File: src/rtl/hsk_pkg.sv
package hsk_pkg;

    localparam int DW       = 8;
    localparam int SYNC_STG = 2;
    localparam logic [3:0] MODE_KEY = 4'hF;

    typedef enum logic [1:0] {
        PM_OUT   = 2'd0,
        PM_IN    = 2'd1,
        PM_BIDIR = 2'd2,
        PM_BITS  = 2'd3
    } pmode_e;

    typedef struct packed {
        logic lvl;   // synchronized strobe level, 1 = idle
        logic rise;  // one-cycle rising-edge indication
    } stb_s;

    function automatic logic drives_out(pmode_e m);
        return (m == PM_OUT) || (m == PM_BIDIR);
    endfunction

    function automatic logic takes_in(pmode_e m);
        return (m == PM_IN) || (m == PM_BIDIR);
    endfunction

endpackage

File: src/rtl/hsk_sync.sv
module hsk_sync
    import hsk_pkg::*;
#(
    parameter int STAGES = SYNC_STG
) (
    input  logic clk,
    input  logic rst,
    input  logic stb_n,
    output stb_s stb
);
    logic [STAGES-1:0] chain;
    logic              prev;

    always_ff @(posedge clk) begin
        if (rst) begin
            chain <= '1;
            prev  <= 1'b1;
        end else begin
            chain <= {chain[STAGES-2:0], stb_n};
            prev  <= chain[STAGES-1];
        end
    end

    always_comb begin
        stb.lvl  = chain[STAGES-1];
        stb.rise = chain[STAGES-1] & ~prev;
    end
endmodule

File: src/rtl/hsk_chan.sv
module hsk_chan
    import hsk_pkg::*;
#(
    parameter int W        = DW,
    parameter bit BIDIR_OK = 1'b1
) (
    input  logic         clk,
    input  logic         rst,
    input  logic         ctl_we,
    input  logic         dat_we,
    input  logic         dat_rd,
    input  logic [W-1:0] wdata,
    input  logic         peer_bidir,
    input  stb_s         o_stb,
    input  stb_s         i_stb,
    input  logic [W-1:0] pins_in,
    output pmode_e       mode,
    output logic [W-1:0] pins_out,
    output logic [W-1:0] pins_oe,
    output logic [W-1:0] rd_val,
    output logic         o_rdy,
    output logic         i_rdy,
    output logic         irq
);
    logic [W-1:0] out_lat;
    logic [W-1:0] in_lat;
    logic [W-1:0] mask;
    logic         mask_pend;
    pmode_e       new_mode;
    logic         mode_ok;
    logic         mode_chg;
    logic         o_done;
    logic         i_done;

    always_comb begin
        new_mode = pmode_e'(wdata[W-1:W-2]);
        case (new_mode)
            PM_BIDIR: mode_ok = BIDIR_OK;
            PM_BITS:  mode_ok = BIDIR_OK || peer_bidir;
            default:  mode_ok = 1'b1;
        endcase
        mode_chg = ctl_we && !mask_pend && (wdata[3:0] == MODE_KEY) && mode_ok;
        o_done   = drives_out(mode) && o_rdy && o_stb.rise;
        i_done   = takes_in(mode) && i_rdy && i_stb.rise;
    end

    always_ff @(posedge clk) begin
        if (rst) begin
            mode      <= PM_IN;
            mask      <= '0;
            mask_pend <= 1'b0;
            out_lat   <= '0;
            in_lat    <= '0;
            o_rdy     <= 1'b0;
            i_rdy     <= 1'b1;
            irq       <= 1'b0;
        end else begin
            irq <= o_done | i_done;

            if (ctl_we && mask_pend) begin
                mask      <= wdata;
                mask_pend <= 1'b0;
            end else if (mode_chg) begin
                mode      <= new_mode;
                mask_pend <= (new_mode == PM_BITS);
            end

            if (dat_we)
                out_lat <= wdata;

            if (takes_in(mode) && i_rdy && !i_stb.lvl)
                in_lat <= pins_in;

            if (mode_chg)
                o_rdy <= 1'b0;
            else if (dat_we && drives_out(mode))
                o_rdy <= 1'b1;
            else if (o_done)
                o_rdy <= 1'b0;

            if (mode_chg)
                i_rdy <= takes_in(new_mode);
            else if (i_done)
                i_rdy <= 1'b0;
            else if (dat_rd && takes_in(mode))
                i_rdy <= 1'b1;
        end
    end

    always_comb begin
        pins_out = out_lat;
        case (mode)
            PM_OUT:   pins_oe = '1;
            PM_IN:    pins_oe = '0;
            PM_BIDIR: pins_oe = o_stb.lvl ? '0 : '1;
            default:  pins_oe = ~mask;
        endcase
        case (mode)
            PM_OUT:  rd_val = out_lat;
            PM_BITS: rd_val = (pins_in & mask) | (out_lat & ~mask);
            default: rd_val = in_lat;
        endcase
    end

    AST_ORDY_ON_WRITE: assert property (@(posedge clk) disable iff (rst)
        (dat_we && drives_out(mode) && !ctl_we) |=> o_rdy) else $error("o_rdy");

    AST_DONE_PULSE: assert property (@(posedge clk) disable iff (rst)
        ($fell(o_rdy) && !$past(ctl_we)) |-> irq) else $error("irq");

    AST_IN_HOLD: assert property (@(posedge clk) disable iff (rst)
        (!i_rdy && !ctl_we) |=> $stable(in_lat)) else $error("in_lat");

    AST_IN_REARM: assert property (@(posedge clk) disable iff (rst)
        (dat_rd && takes_in(mode) && !ctl_we && !(i_rdy && i_stb.rise)) |=> i_rdy)
        else $error("i_rdy");
endmodule

File: src/rtl/hsk_pport.sv
module hsk_pport
    import hsk_pkg::*;
(
    input  logic         clk,
    input  logic         rst,
    input  logic         cs,
    input  logic         wr,
    input  logic         rd,
    input  logic [1:0]   addr,
    input  logic [DW-1:0] wdata,
    output logic [DW-1:0] rdata,
    input  logic [DW-1:0] a_in,
    output logic [DW-1:0] a_out,
    output logic [DW-1:0] a_oe,
    output logic         a_rdy_n,
    input  logic         a_stb_n,
    input  logic [DW-1:0] b_in,
    output logic [DW-1:0] b_out,
    output logic [DW-1:0] b_oe,
    output logic         b_rdy_n,
    input  logic         b_stb_n,
    output logic         irq_a,
    output logic         irq_b
);
    localparam int NPORT = 2;
    localparam stb_s IDLE = '{lvl: 1'b1, rise: 1'b0};

    stb_s        s_stb [NPORT];
    logic [NPORT-1:0] raw_stb;
    logic [NPORT-1:0] ctl_we, dat_we, dat_rd;
    pmode_e      mode_a, mode_b;
    logic [DW-1:0] val_a, val_b;
    logic        ordy_a, irdy_a, ordy_b, irdy_b;
    logic        a_bidir;
    stb_s        a_i_stb, b_o_stb, b_i_stb;

    assign raw_stb = {b_stb_n, a_stb_n};

    for (genvar p = 0; p < NPORT; p++) begin : g_sync
        hsk_sync #(.STAGES(SYNC_STG)) u_sync (
            .clk   (clk),
            .rst   (rst),
            .stb_n (raw_stb[p]),
            .stb   (s_stb[p])
        );
        assign ctl_we[p] = cs && wr && (addr[1] == p[0]) &&  addr[0];
        assign dat_we[p] = cs && wr && (addr[1] == p[0]) && !addr[0];
        assign dat_rd[p] = cs && rd && (addr[1] == p[0]) && !addr[0];
    end

    always_comb begin
        a_bidir = (mode_a == PM_BIDIR);
        a_i_stb = a_bidir ? s_stb[1] : s_stb[0];
        b_o_stb = a_bidir ? IDLE : s_stb[1];
        b_i_stb = a_bidir ? IDLE : s_stb[1];
    end

    hsk_chan #(.W(DW), .BIDIR_OK(1'b1)) u_chan_a (
        .clk        (clk),
        .rst        (rst),
        .ctl_we     (ctl_we[0]),
        .dat_we     (dat_we[0]),
        .dat_rd     (dat_rd[0]),
        .wdata      (wdata),
        .peer_bidir (1'b0),
        .o_stb      (s_stb[0]),
        .i_stb      (a_i_stb),
        .pins_in    (a_in),
        .mode       (mode_a),
        .pins_out   (a_out),
        .pins_oe    (a_oe),
        .rd_val     (val_a),
        .o_rdy      (ordy_a),
        .i_rdy      (irdy_a),
        .irq        (irq_a)
    );

    hsk_chan #(.W(DW), .BIDIR_OK(1'b0)) u_chan_b (
        .clk        (clk),
        .rst        (rst),
        .ctl_we     (ctl_we[1]),
        .dat_we     (dat_we[1]),
        .dat_rd     (dat_rd[1]),
        .wdata      (wdata),
        .peer_bidir (a_bidir),
        .o_stb      (b_o_stb),
        .i_stb      (b_i_stb),
        .pins_in    (b_in),
        .mode       (mode_b),
        .pins_out   (b_out),
        .pins_oe    (b_oe),
        .rd_val     (val_b),
        .o_rdy      (ordy_b),
        .i_rdy      (irdy_b),
        .irq        (irq_b)
    );

    always_comb begin
        case (mode_a)
            PM_OUT, PM_BIDIR: a_rdy_n = ~ordy_a;
            PM_IN:            a_rdy_n = ~irdy_a;
            default:          a_rdy_n = 1'b1;
        endcase
        if (a_bidir)
            b_rdy_n = ~irdy_a;
        else begin
            case (mode_b)
                PM_OUT:  b_rdy_n = ~ordy_b;
                PM_IN:   b_rdy_n = ~irdy_b;
                default: b_rdy_n = 1'b1;
            endcase
        end
    end

    always_comb begin
        rdata = '0;
        if (cs && rd) begin
            case (addr)
                2'd0:    rdata = val_a;
                2'd1:    rdata = {mode_a, {(DW-2){1'b0}}};
                2'd2:    rdata = val_b;
                default: rdata = {mode_b, {(DW-2){1'b0}}};
            endcase
        end
    end

    AST_B_NEVER_BIDIR: assert property (@(posedge clk) disable iff (rst)
        mode_b != PM_BIDIR) else $error("mode_b");

    AST_BITS_NEEDS_A: assert property (@(posedge clk) disable iff (rst)
        (mode_b == PM_BITS && $past(mode_b) != PM_BITS) |-> $past(mode_a) == PM_BIDIR)
        else $error("bits");
endmodule

File: config.mk
export PLATFORM = sky130hd
export DESIGN_NAME = hsk_pport
export DESIGN_NICKNAME = d
export VERILOG_FILES = /design/src/rtl/hsk_pkg.sv /design/src/rtl/hsk_sync.sv /design/src/rtl/hsk_chan.sv /design/src/rtl/hsk_pport.sv
export SDC_FILE = /design/constraint.sdc
export NUM_CORES = 1
export LEC_CHECK = 0
export BUFFER_PORTS_ARGS = -buffer_cell sky130_fd_sc_hd__buf_2
export CORE_MARGIN = 2
export CORE_UTILIZATION = 40
export CTS_BUF_LIST = sky130_fd_sc_hd__clkbuf_4 sky130_fd_sc_hd__clkbuf_8 sky130_fd_sc_hd__clkbuf_16
export DETAILED_ROUTE_END_ITERATION = 16
export PLACE_DENSITY_LB_ADDON = 0.05
export SYNTH_ARGS = -nofsm -noshare
export SYNTH_HDL_FRONTEND = slang
export SYNTH_SLANG_ARGS = --single-unit
File: constraint.sdc
create_clock -name clk -period 2.1 [get_ports clk]
set_input_delay 0.315 -clock clk [delete_from_list [all_inputs] [get_ports clk]]
set_output_delay 0.315 -clock clk [all_outputs]
set_load 0.02 [all_outputs]
==> metrics.md, run 1 <==
| Metric | Value |
|---|---|
| 1st-iter DRT viols | `160` |
| Peak supply drop | `0.344 mV` |
| Most common cell after layout, fill and taps aside | `dfxtp_1` |
| Leakage | `approximately 2.0 nW` |
| Critical path type | `flip-flop to output pin` |
| Worst endpoint required time | `approximately 1.8 ns` |
| N_diodes | `0` |
| Grt total ovfl | `0` |
| Fillers | `approximately 760` |
| YS warnings | `0` |
| Initial antenna violation count | `0` |
| Status | `finished with violations` |
| Delay-heaviest family, CP | `compound AO/OA/AOI/OAI gates` |
| Tot GR Track Use | `0.226` |
| Met3 Wirelength | `roughly 450 µm` |
| Mapped Avg Cell Area | `8.27 µm²` |
| Top cell type's share of synthesized area | `0.392` |
| Setup Skew | `about 0.010 ns` |
| Post-Syn Instances | `just over 400` |
| Clock tree root buffer cell | `clkbuf_8` |
| Post-Syn Area | `approximately 0.0034 mm²` |
| Multi-input gate area | `0.00212 mm²` |
| Top Metal Used | `met4` |
| I/O Pins | `77` |
| DR vias | `~3300` |
| Relative slew slack | `0.553` |
| Register area share after synthesis | `0.392` |
| Clock transition at path regs | `about 0.070 ns` |
| Synth Flop Type | `dfxtp_1` |
| Nets | `556` |
| Crit path cell chain | `inv_4 > ha_4 > buf_6 > a31oi_1 > a221o_1 > a21oi_2 > buf_6` |
| Unique masters post-synth | `42` |
| Largest net degree at the start of global routing | `67` |
| Synth Register Bits | `66` |
| Final TNS setup | `-0.808 ns` |
| Power Density | `575 mW/mm²` |
| Hold Path Class | `input pin to flip-flop` |
| Core Box Area | `slightly above 0.008 mm²` |
| CP most frequent cell | `buf_6` |
| Final Power | `0.00275 W` |
| Initial core utilization | `0.413` |
| Routed Antenna Nets | `0` |
| Worst Setup End Kind | `output pin` |
| RSZ-0062 raised after global routing | `yes` |
| DRT Pass-1 Iters | `4` |
| WL per Instance | `approximately 17 µm` |
| Die height | `about 96 µm` |
| CTS tree | `done` |
| Port bufs | `between 70 and 80` |
| Final Setup Violations | `8` |
| Failing checks | `setup timing` |
| Routed WL | `approximately 10 mm` |
| Area Growth Syn to Fin | `41.7%` |
| Final Hold Viols | `0` |
| Final setup margin | `-0.156 ns` |
| Global-route wire length before repair | `~16 mm` |
| Setup WS pre-CTS | `-0.123 ns` |
| Crit path max fanout | `6` |
| Crit start category | `flip-flop` |
| Residual DRC count | `0` |
| Die Wd | `around 96 µm` |
| H-tree Lvls | `3` |
| Num rows | `33` |
| Maxcap violations | `0` |
| EDFF count, synth | `0` |
| Most frequent cells in the layout | `dfxtp_1 (62), buf_2 (60), nor2_1 (44)` |
| Final HPWL DP | `a little over 7 mm` |
| Worst-Margin Slew | `0.671 ns` |
| Insertion delay to the later sink of the worst-skew pair | `between 0.3 and 0.4 ns` |
| Buf+Inv Stages, Crit Path | `3` |
| Ranking of synthesized cells by area | `dfxtp_1 (39%), mux2i_1 (10%), o21ai_0 (7.1%)` |
| Vias in the first global route | `3029` |
| DR WL met2 | `4.82 mm` |
| Post-synthesis net count | `between 400 and 500` |
| Fraction of layout cells with a size suffix above 1 | `0.384` |
| Met1 wire length | `roughly 5 mm` |
| Crit-path max cell delay | `just under 0.4 ns` |
| TritonCTS Buffers | `9` |
| Num Clock Sinks | `66` |
| Worst Path Arrival | `1.94 ns` |
| CTS Buffer Depth | `2` |
| Final core utilization | `0.585` |
| FMAX | `443 MHz` |
| Clock period minus worst slack | `roughly 2.3 ns` |
| Yosys top cell by area | `dfxtp_1` |
| Die area | `between 0.009 and 0.01 mm²` |
| Fin. max-slew vios | `0` |
| Asr flop ratio synth | `0` |
| Post-route clock period utilization | `1.07` |
| Vias per cell | `5.32` |
| Seq. cell area | `between 0.001 and 0.0015 mm²` |
| Slowest cell on crit path | `dfxtp_4` |
| Routability cong. | `0.811` |
==> sequential cells by signal (all words and copies together) (netlist names), 4 cells and up <==
name,flops
g_sync.u_sync.chain,4
u_chan_a.mask,8
u_chan_b.mask,8
u_chan_a.in_lat,8
u_chan_a.pins_out,8
u_chan_b.in_lat,8
u_chan_b.pins_out,8
==> cells in the mapped netlist, drive strengths merged (7+ instances only) <==
master and n:
a21oi 29, o21ai 49, nand3 7, nor2b 19, a31oi 10, inv 22, mux2i 35, ha 10
dfxtp 66, a221o 7, nand2 38, or2 11, clkbuf 16, nor2 44
==> per-layer routing <==
metal,GRT usage,vias to the layer above
li1,-,1639
met1,0.317,1584
met2,0.346,78
met3,0.0415,12
met4,0.0786,0
met5,0,-
==> cell families (layout without fill, tap and decap cells) <==
logic type	after synthesis	count (layout)	share of synthesized area
AND/OR/NAND/NOR	136	136	0.194
AO/OA/AOI/OAI	117	117	0.220
flip-flops	66	66	0.392
buffers and inverters	43	153	0.0497
multiplexers	36	36	0.107
adder cells (fa/ha/maj)	10	10	0.0371
==> worst register-to-register path, delay by kind of cell, from the launching register on <==
family	cells	cell delay (ns)
AND/OR/NAND/NOR	2	0.68
flip-flops	1	0.40
AO/OA/AOI/OAI	2	0.25
buffers and inverters	2	0.18
adder cells (fa/ha/maj)	1	0.17
==> where the power goes <==
group	internal, W	leakage (nW)	total [W]	switching (W)
registers	0.00127	0.536	0.00129	0.0000166
clock network	0.000705	0.117	0.00123	0.000520
logic	0.0000939	1.36	0.000237	0.000143
==> per-stage QoR <==
stage	hold WS (ns)	std cells	cell area [µm²]
floorplan	0.389	408	3390
global placement	0.392	590	4030
detailed placement	0.394	590	4030
CTS	0.142	609	4430
global route	0.153	623	4780
finish	0.148	623	4780
==> final cells by class <==
type | count | area share
Clock buffer | 10 | 0.0288
Multi-Input combinational cell | 299 | 0.444
Inverter | 22 | 0.0215
Sequential cell | 66 | 0.280
Clock inverter | 6 | 0.0183
Timing Repair Buffer | 114 | 0.180
Tap cell | 105 | 0.0275
Timing Repair inverter | 1 | 0.00105
==> path summary, 6_finish.rpt <==
path,startpoint,to,slack (ns),cells past startpoint
setup / recovery,u_chan_b.mode[1],rdata[1],-0.16,7
hold / removal,a_stb_n,g_sync[0].u_sync.chain[0],0.15,2
setup reg to reg,u_chan_a.mode[0],u_chan_b.o_rdy,0.30,7
hold reg to reg,g_sync[1].u_sync.chain[0],g_sync[1].u_sync.chain[1],0.41,1
==> timing repair <==
action | in CTS | in global routing
hold buffers | 0 | 0
cloned | 1 | 3
buffers inserted | 2 | 11
setup endpoints to repair | 26 | 24
pin swaps | 11 | 12
gates resized for setup | 48 | 63
(Power assumes the default switching activity.)
==> inputs of run 2 (changes only) <==
--- a/config.mk
+++ b/config.mk
@@ -5,6 +5,7 @@
 export SDC_FILE = /design/constraint.sdc
 export NUM_CORES = 1
 export LEC_CHECK = 0
+export ABC_AREA = 1
 export BUFFER_PORTS_ARGS = -buffer_cell sky130_fd_sc_hd__buf_2
 export CORE_MARGIN = 2
 export CORE_UTILIZATION = 40
==> run 2 against run 1 <==
Highest routed layer unchanged. Clock-buffer cell count grew 2. Largest cell class unchanged. Sequential power is essentially flat. Clock power fell by 11%. Non-clock buffer count down 18. Routed wire length up 7.4%. Area after synthesis up 2.3%. Maximum frequency is 4.5% higher. Critical path depth rose by 2. Synthesized cell count rose by 29%. The run still ends with setup timing left. Flip-flop and latch count is the same. Combinational power rose by 16%. Clock skew rose by 0.0033 ns.
==> metrics.md, run 2 <==
| Metric | Value |
|---|---|
| Status | `finished with violations` |
| Failing checks | `setup timing` |
| N_diodes | `0 (unchanged)` |
| Fillers | `843 (+11%)` |
| DRT Pass-1 Iters | `6 (+2)` |
| Synth Flop Type | `dfxtp_1` |
| Initial antenna violation count | `0 (unchanged)` |
| Worst Setup End Kind | `output pin` |
| Final HPWL DP | `7.82 mm (+9.7%)` |
| Reg-to-reg startpoint | `u_chan_a.mode[1]` |
| Fraction of layout cells with a size suffix above 1 | `0.288 (-0.0959)` |
| Routed Antenna Nets | `0 (unchanged)` |
| Final Hold Viols | `0 (unchanged)` |
| Area Growth Syn to Fin | `32.5%` |
| Synth Register Bits | `66 (unchanged)` |
| Maxcap violations | `0 (unchanged)` |
| Nets | `660 (+19%)` |
| EDFF count, synth | `0 (unchanged)` |
| CTS tree | `done` |
| Fin cells | `726 (+17%)` |
| Worst reg-to-reg path cell count | `10 (+3)` |
| Clock tree root buffer cell | `clkbuf_8` |
| Die area | `0.00938 mm² (+2.2%)` |
| Critical path type | `flip-flop to output pin` |
| Seq. cell area | `0.00134 mm² (unchanged)` |
| TritonCTS Buffers | `9 (unchanged)` |
| CTS Buffer Depth | `2 (unchanged)` |
| Worst-Margin Slew | `0.683 ns (+0.0116 ns)` |
| Most common cell after layout, fill and taps aside | `nand2_1` |
| Clock period minus worst slack | `2.16 ns (-0.0971 ns)` |
| Post-Syn Area | `0.00345 mm² (+2.3%)` |
| Vias in the first global route | `3393 (+12%)` |
| Hold Buf Count CTS | `0 (unchanged)` |
| FF-to-FF setup slack | `0.29 ns (about the same)` |
| Largest net degree at the start of global routing | `33 (-51%)` |
| Residual DRC count | `0 (unchanged)` |
| Hold path endpoint | `g_sync[1].u_sync.chain[0]` |
| Core Box Area | `0.00830 mm² (+1.5%)` |
| Routed WL | `11.2 mm (+7.4%)` |
| Num rows | `33 (unchanged)` |
| Yosys top cell by area | `dfxtp_1` |
| Num Clock Sinks | `66 (unchanged)` |
| Multi-input gate area | `0.00197 mm² (-7.3%)` |
| Synth top cells by count | `nand2_1 (120), nor2_1 (84), dfxtp_1 (66)` |
| Min-Delay Path Depth | `2 (unchanged)` |
| Reg-to-reg endpoint | `u_chan_a.in_lat[6]` |
| Mapped Avg Cell Area | `6.55 µm² (-21%)` |
| Worst hold slack | `0.151 ns (+0.00375 ns)` |
| Global-route wire length before repair | `17.2 mm (+9.1%)` |
| H-tree Lvls | `3 (unchanged)` |
| I/O Pins | `77 (unchanged)` |
| Die Wd | `96.9 µm (+1.1%)` |
| Final Setup Violations | `1 (-7)` |
| YS warnings | `0 (unchanged)` |
| Register area share after synthesis | `0.383 (-0.00867)` |
| Initial core utilization | `0.416 (+0.00304)` |
| Vias per cell | `5.15 (-3.2%)` |
| Crit path max fanout | `5 (-1)` |
| Peak supply drop | `0.285 mV (-17%)` |
| Setup Skew | `0.0135 ns (+0.00329 ns)` |
| DR vias | `3737 (+13%)` |
| WL per Instance | `15.4 µm (-7.8%)` |
| Placed Cells | `700 (+19%)` |
| Leakage | `2.11 nW (+5.0%)` |
| Unique masters post-synth | `29 (-31%)` |
| Port bufs | `76 (unchanged)` |
| Grt total ovfl | `0 (unchanged)` |
| Most common cell in the netlist | `nand2_1` |
| Insertion delay to the later sink of the worst-skew pair | `0.35 ns (about the same)` |
| Hold Startpoint | `b_stb_n` |
| Final core utilization | `0.551 (-0.0341)` |
| RSZ-0062 raised after global routing | `yes` |
| Clock transition at path regs | `0.08 ns (about the same)` |
| 1st-iter DRT viols | `190 (+19%)` |
| Post-route clock period utilization | `1.03 (-0.0463)` |
| Worst endpoint required time | `1.78 ns (about the same)` |
| FMAX | `463 MHz (+4.5%)` |
| Post-synthesis net count | `570 (+26%)` |
| Power Density | `584 mW/mm² (+1.6%)` |
| Worst Path Arrival | `1.84 ns (-0.10 ns)` |
| Final setup margin | `-0.0585 ns (+0.0971 ns)` |
| Top cell type's share of synthesized area | `0.383 (-0.00867)` |
| Crit start category | `flip-flop` |
| Ranking of synthesized cells by area | `dfxtp_1 (38%), nand2_1 (13%), nor2_1 (9.1%)` |
| Tot GR Track Use | `0.230 (+0.00466)` |
| Routability cong. | `0.886 (+9.4%)` |
| Fin. max-slew vios | `0 (unchanged)` |
| Most frequent cells in the layout | `nand2_1 (106), nor2_1 (82), dfxtp_1 (62)` |
| Hold Path Class | `input pin to flip-flop` |
| Die height | `96.9 µm (+1.1%)` |
| Asr flop ratio synth | `0 (unchanged)` |
| Relative slew slack | `0.545 (-0.00782)` |
| Post-Syn Instances | `527 (+29%)` |
run 2: worst max-delay path by stage:
stage | startpoint | endpoint | slack [ns] | cells after the start
after floorplan | u_chan_b.mode[0] | rdata[2] | 0.12 | 8
after global placement | u_chan_a.mode[0] | rdata[6] | 0.13 | 11
after detailed placement | u_chan_a.mode[0] | rdata[6] | 0.10 | 11
after CTS | u_chan_b.mode[1] | rdata[6] | -0.007 | 12
after global routing | u_chan_b.mode[1] | b_rdy_n | -0.13 | 9
final | u_chan_b.mode[1] | b_rdy_n | -0.06 | 9
run 2: critical path: stages, from the launching register on:
cell and delay [ns]:
dfxtp_4 0.38, inv_4 0.07, ha_4 0.17, clkinvlp_4 0.18, buf_6 0.16, nor2_1 0.11
a21oi_1 0.07, nor2_1 0.13, a21oi_1 0.07, buf_4 0.16
run 2: cell type report:
type | count | area share
clock inverter | 3 | 0.00876
tap | 105 | 0.0287
timing repair buffer | 96 | 0.148
sequential | 66 | 0.292
timing repair inverter | 1 | 0.00164
inverter | 61 | 0.0561
multi-input combinational | 382 | 0.431
clock buffer | 12 | 0.0334
run 2: power breakdown:
group          total, W  internal [W]  switching [W]
sequential      0.00130       0.00128      0.0000197
clock           0.00109      0.000598       0.000497
combinational  0.000276     0.0000959       0.000180
total           0.00267       0.00197       0.000697
run 2: stage by stage:
stage	TNS [ns]	total power, W	setup WS [ns]	instance area [µm²]
final	-0.0585	0.00267	-0.0585	4570
after global routing	-0.871	0.00279	-0.133	4570
after floorplan	0	0.00148	0.122	3450
after global placement	0	0.00159	0.127	3980
after detailed placement	0	0.00159	0.105	3980
after CTS	-0.00937	0.00268	-0.00661	4300
run 2: logic make-up after synthesis:
logic type / after synthesis / synth area share
AND/OR/NAND/NOR: 250 / 0.300
AO/OA/AOI/OAI: 122 / 0.186
buffers and inverters: 79 / 0.0939
flip-flops: 66 / 0.383
adder cells (fa/ha/maj): 10 / 0.0363
run 2: layer usage:
layer  GRT usage  vias up  share of wire
li1            -     1868              -
met1       0.311     1718           0.46
met2       0.378      126           0.47
met3      0.0340       25          0.049
met4      0.0758        0          0.021
met5           0        -              0
run 2: repair_timing:
action                     CTS  global route
resized for setup           35            79
buffers inserted             4             6
gates cloned                 0             2
hold endpoints to repair     0             0
pin swaps                    5            23
setup endpoints to repair   25            25
